<file path="config.mk">
export PLATFORM = sky130hd
export DESIGN_NAME = vtog_concat_gen
export DESIGN_NICKNAME = d
export VERILOG_FILES = /design/src/rtl/vtog_pkg.sv /design/src/rtl/vtog_cfg_sel.sv /design/src/rtl/vtog_match.sv /design/src/rtl/vtog_seq.sv /design/src/rtl/vtog_concat_gen.sv
export SDC_FILE = /design/constraint.sdc
export NUM_CORES = 1
export LEC_CHECK = 0
export ABC_AREA = 0
export BUFFER_PORTS_ARGS = -buffer_cell sky130_fd_sc_hd__clkbuf_2
export CORE_UTILIZATION = 52
export CTS_BUF_LIST = sky130_fd_sc_hd__clkbuf_8
export CTS_CLUSTER_SIZE = 30
export DETAILED_ROUTE_END_ITERATION = 8
export GPL_TIMING_DRIVEN = 1
export HOLD_SLACK_MARGIN = 0.15
export PLACE_DENSITY_LB_ADDON = 0.05
export RECOVER_POWER = 25
export SLEW_MARGIN = 40
export SYNTH_ARGS = -nofsm -noshare
export SYNTH_HDL_FRONTEND = slang
export SYNTH_SLANG_ARGS = --single-unit
</file>
<file path="constraint.sdc">
create_clock -name clk_i -period 4.6 [get_ports clk_i]
set_input_delay 0.69 -clock clk_i [delete_from_list [all_inputs] [get_ports clk_i]]
set_output_delay 0.69 -clock clk_i [all_outputs]
set_load 0.005 [all_outputs]
</file>
<file path="src/rtl/vtog_pkg.sv">
package vtog_pkg;

    localparam int unsigned VTOG_NGRP  = 4;
    localparam int unsigned VTOG_NTOG  = 4;
    localparam int unsigned VTOG_POS_W = 13;
    localparam int unsigned VTOG_REP_W = 5;

    typedef enum logic [1:0] {
        PH_IDLE = 2'd0,
        PH_PRE  = 2'd1,
        PH_RUN  = 2'd2,
        PH_DONE = 2'd3
    } vtog_phase_e;

endpackage

</file>
<file path="src/rtl/vtog_cfg_sel.sv">
module vtog_cfg_sel #(
    parameter int unsigned NGRP   = 4,
    parameter int unsigned POS_W  = 13,
    parameter int unsigned REP_W  = 5,
    parameter int unsigned GSEL_W = 2
) (
    input  logic                    concat_i,
    input  logic [GSEL_W-1:0]       sel_i,
    input  logic [NGRP*POS_W-1:0]   start_i,
    input  logic [NGRP*POS_W-1:0]   len_i,
    input  logic [NGRP*REP_W-1:0]   rep_i,
    input  logic [NGRP-1:0]         pol_i,
    output logic [POS_W-1:0]        start_o,
    output logic [POS_W-1:0]        len_o,
    output logic [REP_W-1:0]        rep_o,
    output logic                    pol_o,
    output logic [NGRP-1:0]         grp_en_o
);

    logic [POS_W-1:0] start_arr [NGRP];
    logic [POS_W-1:0] len_arr   [NGRP];
    logic [REP_W-1:0] rep_arr   [NGRP];
    logic [GSEL_W-1:0] idx;

    for (genvar g = 0; g < NGRP; g++) begin : g_unpack
        assign start_arr[g] = start_i[g*POS_W +: POS_W];
        assign len_arr[g]   = len_i[g*POS_W +: POS_W];
        assign rep_arr[g]   = rep_i[g*REP_W +: REP_W];
        // toggles of a group are live when merging, or when it is the chosen one
        assign grp_en_o[g]  = concat_i | (sel_i == GSEL_W'(g));
    end

    always_comb begin
        idx = concat_i ? '0 : sel_i;
        if (int'(idx) >= int'(NGRP)) begin
            idx = '0;
        end
        start_o = start_arr[idx];
        len_o   = len_arr[idx];
        rep_o   = rep_arr[idx];
        pol_o   = pol_i[idx];
    end

endmodule

</file>
<file path="src/rtl/vtog_match.sv">
module vtog_match #(
    parameter int unsigned NGRP  = 4,
    parameter int unsigned NTOG  = 4,
    parameter int unsigned POS_W = 13
) (
    input  logic [POS_W-1:0]           pos_i,
    input  logic [NGRP*NTOG*POS_W-1:0] tog_i,
    input  logic [NGRP-1:0]            grp_en_i,
    output logic                       hit_o
);

    localparam int unsigned      NSLOT    = NGRP * NTOG;
    localparam logic [POS_W-1:0] POS_NONE = '1;

    logic [NSLOT-1:0] slot_hit;

    for (genvar g = 0; g < NGRP; g++) begin : g_grp
        for (genvar t = 0; t < NTOG; t++) begin : g_tog
            localparam int unsigned SLOT = g * NTOG + t;
            logic [POS_W-1:0] slot_pos;
            assign slot_pos       = tog_i[SLOT*POS_W +: POS_W];
            assign slot_hit[SLOT] = grp_en_i[g] && (slot_pos != POS_NONE)
                                    && (slot_pos == pos_i);
        end
    end

    // any number of equal slots collapse into one inversion
    assign hit_o = |slot_hit;

endmodule

</file>
<file path="src/rtl/vtog_seq.sv">
module vtog_seq
    import vtog_pkg::*;
#(
    parameter int unsigned POS_W = 13,
    parameter int unsigned REP_W = 5
) (
    input  logic              clk_i,
    input  logic              rst_ni,
    input  logic              enable_i,
    input  logic              line_start_i,
    input  logic              pix_tick_i,
    input  logic [POS_W-1:0]  start_i,
    input  logic [POS_W-1:0]  len_i,
    input  logic [REP_W-1:0]  rep_i,
    input  logic              pol_i,
    input  logic              hit_i,
    output logic [POS_W-1:0]  eval_pos_o,
    output logic              level_o,
    output vtog_phase_e       phase_o
);

    typedef struct packed {
        vtog_phase_e       phase;
        logic [POS_W-1:0]  hcnt;
        logic [POS_W-1:0]  vcnt;
        logic [REP_W-1:0]  reps;
        logic              lvl;
    } seq_t;

    localparam seq_t SEQ_RST = '{phase: PH_IDLE, hcnt: '0, vcnt: '0, reps: '0, lvl: 1'b0};

    seq_t st_d, st_q;
    logic at_start, step, last_slot, last_rep, base_lvl;

    always_comb begin
        st_d       = st_q;
        at_start   = (st_q.phase == PH_PRE) && (st_q.hcnt == start_i);
        eval_pos_o = (st_q.phase == PH_RUN) ? st_q.vcnt : '0;
        last_slot  = (eval_pos_o == (len_i - POS_W'(1)));
        last_rep   = (st_q.reps == (rep_i - REP_W'(1)));
        base_lvl   = (eval_pos_o == '0) ? pol_i : st_q.lvl;
        step       = 1'b0;

        if (!enable_i) begin
            st_d.phase = PH_IDLE;
            st_d.hcnt  = '0;
            st_d.vcnt  = '0;
            st_d.reps  = '0;
            st_d.lvl   = pol_i;
        end else if (line_start_i) begin
            st_d.phase = ((len_i == '0) || (rep_i == '0)) ? PH_DONE : PH_PRE;
            st_d.hcnt  = '0;
            st_d.vcnt  = '0;
            st_d.reps  = '0;
            st_d.lvl   = pol_i;
        end else begin
            unique case (st_q.phase)
                PH_IDLE: st_d.lvl = pol_i;
                PH_PRE: begin
                    if (pix_tick_i) begin
                        if (at_start) begin
                            step = 1'b1;
                        end else begin
                            st_d.hcnt = st_q.hcnt + POS_W'(1);
                        end
                    end
                end
                PH_RUN:  step = pix_tick_i;
                PH_DONE: begin
                    if (pix_tick_i) begin
                        st_d.lvl = pol_i;
                    end
                end
                default: st_d.phase = PH_IDLE;
            endcase

            if (step) begin
                st_d.lvl = base_lvl ^ hit_i;
                if (last_slot) begin
                    st_d.vcnt = '0;
                    if (last_rep) begin
                        st_d.phase = PH_DONE;
                    end else begin
                        st_d.reps  = st_q.reps + REP_W'(1);
                        st_d.phase = PH_RUN;
                    end
                end else begin
                    st_d.vcnt  = eval_pos_o + POS_W'(1);
                    st_d.phase = PH_RUN;
                end
            end
        end
    end

    always_ff @(posedge clk_i or negedge rst_ni) begin
        if (!rst_ni) begin
            st_q <= SEQ_RST;
        end else begin
            st_q <= st_d;
        end
    end

    assign level_o = st_q.lvl;
    assign phase_o = st_q.phase;

endmodule

</file>
<file path="src/rtl/vtog_concat_gen.sv">
module vtog_concat_gen
    import vtog_pkg::*;
#(
    parameter int unsigned NGRP   = VTOG_NGRP,
    parameter int unsigned NTOG   = VTOG_NTOG,
    parameter int unsigned POS_W  = VTOG_POS_W,
    parameter int unsigned REP_W  = VTOG_REP_W,
    parameter int unsigned GSEL_W = (NGRP > 1) ? $clog2(NGRP) : 1
) (
    input  logic                       clk_i,
    input  logic                       rst_ni,
    input  logic                       enable_i,
    input  logic                       concat_en_i,
    input  logic [GSEL_W-1:0]          grp_sel_i,
    input  logic                       line_start_i,
    input  logic                       pix_tick_i,
    input  logic [NGRP*NTOG*POS_W-1:0] tog_pos_i,
    input  logic [NGRP*POS_W-1:0]      start_i,
    input  logic [NGRP*POS_W-1:0]      len_i,
    input  logic [NGRP*REP_W-1:0]      rep_i,
    input  logic [NGRP-1:0]            pol_i,
    output logic                       vclk_o
);

    logic [POS_W-1:0] eff_start, eff_len, eval_pos;
    logic [REP_W-1:0] eff_rep;
    logic             eff_pol, hit;
    logic [NGRP-1:0]  grp_en;
    vtog_phase_e      seq_phase;

    vtog_cfg_sel #(
        .NGRP(NGRP), .POS_W(POS_W), .REP_W(REP_W), .GSEL_W(GSEL_W)
    ) u_cfg (
        .concat_i (concat_en_i),
        .sel_i    (grp_sel_i),
        .start_i  (start_i),
        .len_i    (len_i),
        .rep_i    (rep_i),
        .pol_i    (pol_i),
        .start_o  (eff_start),
        .len_o    (eff_len),
        .rep_o    (eff_rep),
        .pol_o    (eff_pol),
        .grp_en_o (grp_en)
    );

    vtog_match #(
        .NGRP(NGRP), .NTOG(NTOG), .POS_W(POS_W)
    ) u_match (
        .pos_i    (eval_pos),
        .tog_i    (tog_pos_i),
        .grp_en_i (grp_en),
        .hit_o    (hit)
    );

    vtog_seq #(
        .POS_W(POS_W), .REP_W(REP_W)
    ) u_seq (
        .clk_i        (clk_i),
        .rst_ni       (rst_ni),
        .enable_i     (enable_i),
        .line_start_i (line_start_i),
        .pix_tick_i   (pix_tick_i),
        .start_i      (eff_start),
        .len_i        (eff_len),
        .rep_i        (eff_rep),
        .pol_i        (eff_pol),
        .hit_i        (hit),
        .eval_pos_o   (eval_pos),
        .level_o      (vclk_o),
        .phase_o      (seq_phase)
    );

endmodule

</file>
==> out/qor.tcl, run 1 <==
set qor(post-synth-top-area-fraction) 0.135
set qor(placed_cells) 1714
set qor(slew_headroom) -0.273
set qor(highest_fanout_seen_on_the_critical_path) 22
set qor(tritoncts_clock_tree) {yes}
set qor(maxSlewViolCount) 35
set qor(ctsHtreeMaxLevel) 2
set qor(cts_made_buffers) 5
set qor(clock_sinks) 34
set qor(slowest_delay_ns) 0.70
set qor(finalHoldViolCount) 0
set qor(antenna-diode-count) 0
set qor(cts.reportedPaths.clkPinSlew_ns) 0.07
set qor(fp.dieW_um) 133
set qor(firstDrtPassIters) 5
set qor(synth_seq_area_share) 0.0954
set qor(worst-endpoint-arrival_ns) 4.28
set qor(nets) 1856
set qor(number_of_design_rule_violations_left_by_the_first_detailed_router_iteration) 1085
set qor(synthesis.nets) 1574
set qor(synth_edf_count) 0
set qor(commonest_cells_in_the_synthesized_netlist) {xnor2_1, nor2_1, nand4_1}
set qor(finalWeightedCongestion) 0.968
set qor(final.setup.tns_ns) 0
set qor(fp-row-count) 47
set qor(grt_antenna_before_repair) 1
set qor(worstPathCellList) {clkbuf_2 -> mux2_1 -> o22ai_1 -> or2_2 -> ha_1 -> nand3_1 -> nor4_1 -> xnor2_1 -> o211ai_1 -> or4_1 -> nor4b_4 -> a31oi_1 -> a41o_1}
set qor(worst-path-buf-inv) 1
set qor(number_of_global_route_vias_before_repair) 10200
set qor(route.detailed.drc) 0
set qor(status) {finished with violations}
set qor(synthMostInstantiatedCell) {xnor2_1}
set qor(core-area_mm2) 0.0166
set qor(syn-mean-instance-area_um2) 7.32
set qor(grt_pass1_wl_mm) 53.2
set qor(floorplan.io_pins) 345
set qor(postSynth.asyncResetShare) 1.00
set qor(postCtsSetupRepairBufs) 0
set qor(crit_slowest_cell) {or4_1}
set qor(final-instance-count-excl-fill) 1722
set qor(timing.max_cap.violations) 1
set qor(clk_root_buffer_cell) {clkbuf_8}
set qor(post_cts_gate_resize_count) 0
set qor(timing.final.ws_setup_ns) 0.498
set qor(timing.reg2reg.worst_path_depth) 12
set qor(dpl-instance-area_mm2) 0.0107
set qor(pre_cts_slack_ns) 0.283
set qor(cell_accounting_for_the_most_synthesized_area) {xnor2_1}
set qor(die-area_mm2) 0.0177
set qor(final.period_utilization) 0.892
set qor(worstMarginPinSlew_ns) 1.91
set qor(drt-total-wl_mm) 34.4
set qor(worst_setup_path_end_kind) {register}
set qor(largest_net_degree_at_the_start_of_global_routing) 60
set qor(timing.critical_path.required_ns) 4.77
set qor(hpwl_mm) 27.1
set qor(worst_clock_skew_ns) 0.00417
set qor(critical_path.top_delay_family) {simple AND/OR/NAND/NOR gates}
set qor(power-per-cell-area_mw_per_mm2) 112
set qor(grt.overflow.total) 0
set qor(port-buffer-count) 344
set qor(synth-seq-cells) 34
set qor(synth.top_cells.by_area) {xnor2_1, dfrtp_1, nand4_1}
set qor(post-route-min-period_ns) 4.10
set qor(synth-main-ff-cell) {dfrtp_1}
set qor(rsz_0062_raised_after_global_routing) {false}
set qor(netlist_instances) 1219
set qor(worst-path-stages) 13
set qor(crit_path_start_kind) {input pin}
set qor(finalSetupViolCount) 0
set qor(drive_above_1_share) 0.308
set qor(postCtsHoldBufs) 0
set qor(worst_ir_drop_vdd_v) 0.000136
set qor(max_clock_freq_mhz) 244
set qor(violations) {max-capacitance violations, max-slew violations}
set qor(routedWlPerCell_um) 19.9
set qor(via_per_inst) 6.56
set qor(timing_worst_setup_path_type) {input pin to register}
set qor(clock_insertion_delay_worst_skew_ns) 0.28
set qor(post_synthesis_cell_area_mm2) 0.00892
set qor(vias) 11300
set qor(hold_path_class) {register to register}
set qor(area_delta_synth_final_pct) 21.3
set qor(worst_hold_path.num_cells) 2
set qor(floorplan.initialDensity) 0.536
set qor(floorplan.die.height_um) 133
set qor(cellLeakagePower_nw) 4.24
set qor(cts_buffer_depth) 2
set qor(unique_cell_type_count_in_the_yosys_netlist) 98
set qor(antenna_left) 0
set qor(ys_warn_count) 0
set qor(postLayoutCellArea_mm2) 0.0108
set qor(grt_usage) 0.375
==> path summary, 6_finish.rpt <==
path | startpoint | to | slack, ns
hold reg to reg | u_seq.st_q[2] | u_seq.st_q[2] | 0.60
min in group asynchronous | rst_ni | u_seq.st_q[31] | 0.93
setup reg to reg | u_seq.phase_o[0] | u_seq.level_o | 0.69
setup / recovery | grp_sel_i[0] | u_seq.st_q[5] | 0.50
max in group asynchronous | rst_ni | u_seq.level_o | 2.58
hold / removal | u_seq.st_q[2] | u_seq.st_q[2] | 0.60
==> per-layer routing <==
layer	up-vias	GRT usage	routed length (um)
met3	88	0.0483	3820
li1	5272	-	-
met2	690	0.613	15400
met5	-	0	13
met1	5237	0.513	14000
met4	2	0.109	1140
==> placed cells by master (no fill, tap or decap), drive strengths merged, types with 34 or more instances in the layout <==
cell type,netlist,routed
a22oi,53,53
buf,37,35
clkbuf,67,352
dfrtp,34,34
nand2,76,76
nand3,38,38
nand4,87,87
nor2,104,104
nor4bb,41,41
o21ai,80,80
xnor2,137,137
xor2,35,35
==> layout make-up <==
type                            instances  area [um^2]
Tap cell                              220          275
Clock buffer                            8          110
Sequential cell                        34          851
Inverter                               19         71.3
Multi-Input combinational cell       1062         7530
Timing Repair Buffer                  379         1980
Fill cell                            1559         5820
==> metrics by stage <==
step / hold WS (ns) / total power, W / util
after global placement: 0.572 / 0.000932 / 0.643
after CTS: 0.405 / 0.00120 / 0.650
after floorplan: 0.394 / 0.000656 / -
after global routing: 0.631 / 0.00128 / 0.650
final: 0.596 / 0.00121 / 0.650
after detailed placement: 0.581 / 0.000942 / 0.644
==> worst min-delay path: cells and delay by family (launching register included) <==
family             cells  cell delay, ns
DFF                    1            0.43
AOI/OAI and AO/OA      1            0.05
and+or+nand+nor        1            0.08
==> power breakdown <==
group	internal, W	switching, W
Sequential	0.000302	0.00000537
Clock	0.000151	0.000109
Combinational	0.000291	0.000349
==> registers in the layout, indices dropped and copies added, names as in the netlist <==
register       flops
u_seq.level_o      1
u_seq.phase_o      2
u_seq.st_q        31
==> cells by family after synthesis <==
group	synth area share
AOI/OAI and AO/OA	0.277
xor gates and xnor gates	0.169
adders and majority gates	0.0154
buffers and inverters	0.0620
DFF	0.0954
muxes	0.0439
and+or+nand+nor	0.337
No activity file was read; power rests on OpenSTA's default activity.
==> run 2: changes to the inputs <==
- RECOVER_POWER: 25 -> not set
==> out/qor.tcl, run 2 (synthesis gave the netlist of run 1 again) <==
set qor(drt-total-wl_mm) 34.4 ;# about the same
set qor(final.setup.tns_ns) 0 ;# unchanged
set qor(floorplan.io_pins) 345 ;# unchanged
set qor(worst_ir_drop_vdd_v) 0.000136 ;# about the same
set qor(worst-path-buf-inv) 1 ;# unchanged
set qor(worst-path-stages) 13 ;# unchanged
set qor(fp-row-count) 47 ;# unchanged
set qor(fp.dieW_um) 133 ;# unchanged
set qor(registers.top_by_ff_count) {u_seq.st_q} ;# unchanged
set qor(floorplan.die.height_um) 133 ;# unchanged
set qor(layout_commonest_cell) {clkbuf_2} ;# unchanged
set qor(tritoncts_clock_tree) {yes} ;# unchanged
set qor(power-per-cell-area_mw_per_mm2) 112 ;# about the same
set qor(antenna_left) 0 ;# unchanged
set qor(crit_slowest_cell) {or4_1} ;# unchanged
set qor(highest_fanout_seen_on_the_critical_path) 22 ;# unchanged
set qor(timing.critical_path.required_ns) 4.77 ;# about the same
set qor(timing.max_cap.violations) 0 ;# was 1
set qor(rsz_0062_raised_after_global_routing) {false} ;# unchanged
set qor(finalHoldViolCount) 0 ;# unchanged
set qor(drive_above_1_share) 0.308 ;# about the same
set qor(core-area_mm2) 0.0166 ;# unchanged
set qor(slew_headroom) 0.445 ;# was -0.273
set qor(max_clock_freq_mhz) 244 ;# about the same
set qor(timing_worst_setup_path_type) {input pin to register} ;# unchanged
set qor(seq_area_um2) 851 ;# unchanged
set qor(via_per_inst) 6.56 ;# about the same
set qor(cellLeakagePower_nw) 4.25 ;# was 4.24 nW
set qor(timing.reg2reg.worst_path_depth) 12 ;# unchanged
set qor(finalSetupViolCount) 0 ;# unchanged
set qor(crit_path_start_kind) {input pin} ;# unchanged
set qor(ctsHtreeMaxLevel) 2 ;# unchanged
set qor(clock_insertion_delay_worst_skew_ns) 0.28 ;# about the same
set qor(multiInputGateArea_mm2) 0.00753 ;# unchanged
set qor(cts_buffer_depth) 2 ;# unchanged
set qor(firstDrtPassIters) 5 ;# unchanged
set qor(clk_root_buffer_cell) {clkbuf_8} ;# unchanged
set qor(number_of_fill_cells) 1559 ;# unchanged
set qor(worstPathCellList) {clkbuf_2 -> mux2_1 -> o22ai_1 -> or2_2 -> ha_1 -> nand3_1 -> nor4_1 -> xnor2_1 -> o211ai_1 -> or4_1 -> nor4b_4 -> a31oi_1 -> a41o_1} ;# unchanged
set qor(final.period_utilization) 0.892 ;# about the same
set qor(antenna-diode-count) 0 ;# unchanged
set qor(status) {finished, final reports clean} ;# was finished with violations
set qor(finalWeightedCongestion) 0.968 ;# unchanged
set qor(port-buffer-count) 344 ;# unchanged
set qor(number_of_design_rule_violations_left_by_the_first_detailed_router_iteration) 1085 ;# unchanged
set qor(worstMarginPinSlew_ns) 0.824 ;# was 1.91 ns
set qor(die-area_mm2) 0.0177 ;# unchanged
set qor(routedWlPerCell_um) 20.0 ;# was 19.9 um
set qor(floorplan.initialDensity) 0.536 ;# unchanged
set qor(hold_path_class) {input pin to asynchronous set/reset pin} ;# was register to register
set qor(grt.overflow.total) 0 ;# unchanged
set qor(nets) 1856 ;# unchanged
set qor(worst-endpoint-arrival_ns) 4.28 ;# about the same
set qor(finish.utilization) 0.650 ;# about the same
set qor(cts.reportedPaths.clkPinSlew_ns) 0.07 ;# about the same
set qor(maxSlewViolCount) 0 ;# was 35
set qor(critical_path.top_delay_family) {simple AND/OR/NAND/NOR gates} ;# unchanged
set qor(worst_setup_path_end_kind) {register} ;# unchanged
set qor(clock_sinks) 34 ;# unchanged
set qor(hpwl_mm) 27.1 ;# unchanged
set qor(postCtsHoldBufs) 0 ;# unchanged
set qor(postCtsSetupRepairBufs) 0 ;# unchanged
set qor(grt_pass1_wl_mm) 53.2 ;# unchanged
set qor(vias) 11300 ;# about the same
set qor(grt_usage) 0.375 ;# unchanged
set qor(post-route-min-period_ns) 4.10 ;# about the same
set qor(post_cts_gate_resize_count) 0 ;# unchanged
set qor(number_of_global_route_vias_before_repair) 10200 ;# unchanged
set qor(slowest_delay_ns) 0.70 ;# about the same
set qor(grt_antenna_before_repair) 1 ;# unchanged
set qor(layout.cells.most_common_list) {clkbuf_2, xnor2_1, nor2_1} ;# unchanged
set qor(largest_reg_flops) 31 ;# unchanged
set qor(route.detailed.drc) 0 ;# unchanged
set qor(largest_net_degree_at_the_start_of_global_routing) 60 ;# unchanged
set qor(cts_made_buffers) 5 ;# unchanged
set qor(worst_clock_skew_ns) 0.00434 ;# was 0.00417 ns
set qor(area_delta_synth_final_pct) 21.4 ;# was 21.3%
==> run 2: final timing paths <==
check                            startpoint              to  slack (ns)
min in group clk_i            u_seq.st_q[2]   u_seq.st_q[2]        0.60
max in group asynchronous            rst_ni   u_seq.level_o        3.87
setup reg to reg           u_seq.phase_o[0]   u_seq.level_o        0.68
hold reg to reg               u_seq.st_q[2]   u_seq.st_q[2]        0.60
setup / recovery               grp_sel_i[0]   u_seq.st_q[5]        0.50
hold / removal                       rst_ni  u_seq.st_q[31]        0.39
==> run 2: routing by layer <==
metal  global-route usage  vias to the layer above  wire [um]
li1                     -                     5271          -
met1                0.513                     5266      14100
met2                0.613                      669      15400
met3               0.0483                       89       3670
met4                0.109                        2       1160
met5                    0                        -         13
==> run 2: stage by stage <==
step	power, W	hold slack, ns	setup slack [ns]	instance area [um^2]	cells
floorplan	0.000656	0.394	0.962	8920	1219
global placement	0.000932	0.572	0.397	10700	1714
detailed placement	0.000942	0.581	0.283	10700	1714
CTS	0.00120	0.405	0.560	10800	1722
global route	0.00128	0.429	0.270	10800	1722
finish	0.00121	0.388	0.496	10800	1722
==> run 2: cell type report <==
| cell class | count | share of cell area |
|---|---|---|
| sequential | 34 | 0.0786 |
| timing repair buffer | 379 | 0.184 |
| inverter | 19 | 0.00659 |
| multi-input combinational | 1062 | 0.696 |
| tap | 220 | 0.0254 |
| clock buffer | 8 | 0.0102 |
==> run 2: where the power goes <==
group	total [W]	switching (W)	leakage [nW]	internal [W]
clock	0.000260	0.000109	0.0575	0.000151
sequential	0.000307	0.00000537	0.470	0.000302
combinational	0.000641	0.000349	3.72	0.000292
total	0.00121	0.000463	4.25	0.000745
==> run 3: changes to the inputs <==
- CORE_AREA: not set -> 2 2 133 135
- CORE_UTILIZATION: 52 -> not set
- DIE_AREA: not set -> 0 0 135 137
- SLEW_MARGIN: 40 -> 20
- clock period: 4.6 -> 5.1 ns (I/O delays scaled with it)
==> out/qor.tcl, run 3 (synthesis gave the netlist of run 1 again) <==
set qor(cellLeakagePower_nw) 4.18 ;# was 4.25 nW
set qor(finalHoldViolCount) 0 ;# unchanged
set qor(cts.reportedPaths.clkPinSlew_ns) 0.08 ;# was 0.07 ns
set qor(max_clock_freq_mhz) 235
set qor(worst_setup_path_end_kind) {register} ;# unchanged
set qor(worst_ir_drop_vdd_v) 0.0000981 ;# was 0.000136 V
set qor(finalWeightedCongestion) 0.965 ;# was 0.968
set qor(pre_cts_slack_ns) 0.567 ;# was 0.283 ns
set qor(finish.utilization) 0.629 ;# was 0.650
set qor(cts_buffer_depth) 2 ;# unchanged
set qor(registers.top_by_ff_count) {u_seq.st_q} ;# unchanged
set qor(highest_fanout_seen_on_the_critical_path) 28 ;# was 22
set qor(use_met3) 0.0600 ;# was 0.0483
set qor(fp-row-count) 48 ;# was 47
set qor(grt_util_met2) 0.619 ;# was 0.613
set qor(vias) 11200 ;# was 11300
set qor(hold_path_class) {input pin to asynchronous set/reset pin} ;# unchanged
set qor(core-area_mm2) 0.0171 ;# was 0.0166 mm^2
set qor(status) {finished, final reports clean} ;# unchanged
set qor(area_delta_synth_final_pct) 20.3 ;# was 21.4%
set qor(grt_usage) 0.360 ;# was 0.375
set qor(rsz_0062_raised_after_global_routing) {false} ;# unchanged
set qor(grt.overflow.total) 0 ;# unchanged
set qor(grt_pass1_wl_mm) 52.9 ;# was 53.2 mm
set qor(antenna_left) 0 ;# unchanged
set qor(timing.final.ws_setup_ns) 0.852 ;# was 0.496 ns
set qor(timing_worst_setup_path_type) {input pin to register} ;# unchanged
set qor(power.share.combinational) 0.519 ;# was 0.531
set qor(ctsHtreeMaxLevel) 2 ;# unchanged
set qor(netSwitchingFraction) 0.391 ;# was 0.384
set qor(final.period_utilization) 0.833
set qor(floorplan.die.height_um) 137 ;# was 133 um
set qor(post-route-min-period_ns) 4.25
set qor(grt_use_met1) 0.439 ;# was 0.513
set qor(grt-busiest-layer) {met2} ;# unchanged
set qor(antenna-diode-count) 0 ;# unchanged
set qor(seq_power_share) 0.249 ;# was 0.254
set qor(clk_root_buffer_cell) {clkbuf_8} ;# unchanged
set qor(largest_reg_flops) 31 ;# unchanged
set qor(postCtsHoldBufs) 0 ;# unchanged
set qor(power-per-cell-area_mw_per_mm2) 103 ;# was 112 mW/mm^2
set qor(power.clock.fraction) 0.233 ;# was 0.215
set qor(tritoncts_clock_tree) {yes} ;# unchanged
set qor(firstDrtPassIters) 5 ;# unchanged
set qor(port-buffer-count) 344 ;# unchanged
set qor(cts_made_buffers) 5 ;# unchanged
set qor(number_of_design_rule_violations_left_by_the_first_detailed_router_iteration) 862 ;# was 1085
set qor(layout_commonest_cell) {clkbuf_2} ;# unchanged
set qor(crit_start) {concat_en_i} ;# was grp_sel_i[0]
set qor(largest_net_degree_at_the_start_of_global_routing) 73 ;# was 60
set qor(fp.dieW_um) 135 ;# was 133 um
set qor(slew_headroom) 0.353 ;# was 0.445
set qor(clock_insertion_delay_worst_skew_ns) 0.30 ;# was 0.28 ns
set qor(clock_sinks) 34 ;# unchanged
set qor(crit_path_start_kind) {input pin} ;# unchanged
set qor(final.setup.tns_ns) 0 ;# unchanged
set qor(floorplan.io_pins) 345 ;# unchanged
set qor(worstMarginPinSlew_ns) 0.970 ;# was 0.824 ns
set qor(worst_clock_skew_ns) 0.0137 ;# was 0.00434 ns
set qor(hpwl_mm) 27.1 ;# about the same
set qor(worst-endpoint-arrival_ns) 4.43 ;# was 4.28 ns
set qor(power.net_switching_w) 0.000434 ;# was 0.000463 W
set qor(route.detailed.drc) 0 ;# unchanged
set qor(timing.max_cap.violations) 0 ;# unchanged
set qor(drive_above_1_share) 0.302 ;# was 0.308
set qor(layout.cells.most_common_list) {clkbuf_2, xnor2_1, nor2_1} ;# unchanged
set qor(finalSetupViolCount) 0 ;# unchanged
set qor(regToRegStartpoint) {u_seq.phase_o[0]} ;# unchanged
set qor(floorplan.initialDensity) 0.523 ;# was 0.536
set qor(cell_internal_pwr_w) 0.000675 ;# was 0.000745 W
set qor(number_of_global_route_vias_before_repair) 10200 ;# about the same
set qor(postCtsSetupRepairBufs) 0 ;# unchanged
set qor(nets) 1843 ;# was 1856
set qor(via_per_inst) 6.51 ;# was 6.56
set qor(post_cts_gate_resize_count) 0 ;# unchanged
set qor(timing.critical_path.required_ns) 5.28 ;# was 4.77 ns
set qor(drt-total-wl_mm) 34.8 ;# was 34.4 mm
set qor(die-area_mm2) 0.0185 ;# was 0.0177 mm^2
set qor(maxSlewViolCount) 0 ;# unchanged
set qor(grt_antenna_before_repair) 0 ;# was 1
set qor(routedWlPerCell_um) 20.3 ;# was 20.0 um
run 3: power by group through the flow:
| stage | registers [W] | logic (W) | clock network (W) |
|---|---|---|---|
| floorplan | 0.000280 | 0.000312 | 0 |
| global placement | 0.000281 | 0.000561 | 0 |
| detailed placement | 0.000281 | 0.000567 | 0 |
| CTS | 0.000276 | 0.000569 | 0.000258 |
| global route | 0.000276 | 0.000628 | 0.000271 |
| finish | 0.000276 | 0.000575 | 0.000258 |
run 3: routing by layer:
layer  wire [um]  up-vias
met5           0        -
met4        1580        0
met3        3440      100
met2       16500      626
met1       13300     5201
li1            -     5233
run 3: cell type report:
type                    instances  area (um^2)
inverters                      19         71.3
clock inverters                 3         40.0
fillers                      1614         6330
multi-input cells            1062         7530
repair buffers                366         1890
flip-flops and latches         34          851
well taps                     225          282
clock buffers                   5         68.8
run 3: final timing paths:
kind | cells after the start | slack, ns | endpoint
min | 1 | 0.58 | u_seq.st_q[27]
max reg2reg | 11 | 0.90 | u_seq.st_q[10]
min in group clk_i | 2 | 0.60 | u_seq.level_o
max in group asynchronous | 1 | 3.96 | u_seq.st_q[2]
max | 13 | 0.85 | u_seq.st_q[10]
min reg2reg | 2 | 0.60 | u_seq.level_o
run 3: stage by stage:
| stage | std cells | cell area, um^2 | power, W | hold slack (ns) |
|---|---|---|---|---|
| 4_1_cts | 1714 | 10700 | 0.00110 | 0.588 |
| 3_5_place_dp | 1706 | 10600 | 0.000848 | 0.569 |
| 5_1_grt | 1714 | 10700 | 0.00117 | 0.629 |
| 6_report | 1714 | 10700 | 0.00111 | 0.580 |
| 2_1_floorplan | 1219 | 8920 | 0.000592 | 0.469 |
| 3_3_place_gp | 1706 | 10600 | 0.000842 | 0.577 |
run 3: worst max-delay path, cell delays in order:
cell and delay [ns]:
clkbuf_2 0.40, nand2b_1 0.34, o22ai_1 0.19, or2_2 0.31, ha_1 0.25, nand2_1 0.21
a21boi_0 0.15, nor4b_2 0.26, nor3_1 0.08, or4_1 0.71, and3_1 0.41, a31oi_1 0.23
o22ai_1 0.10
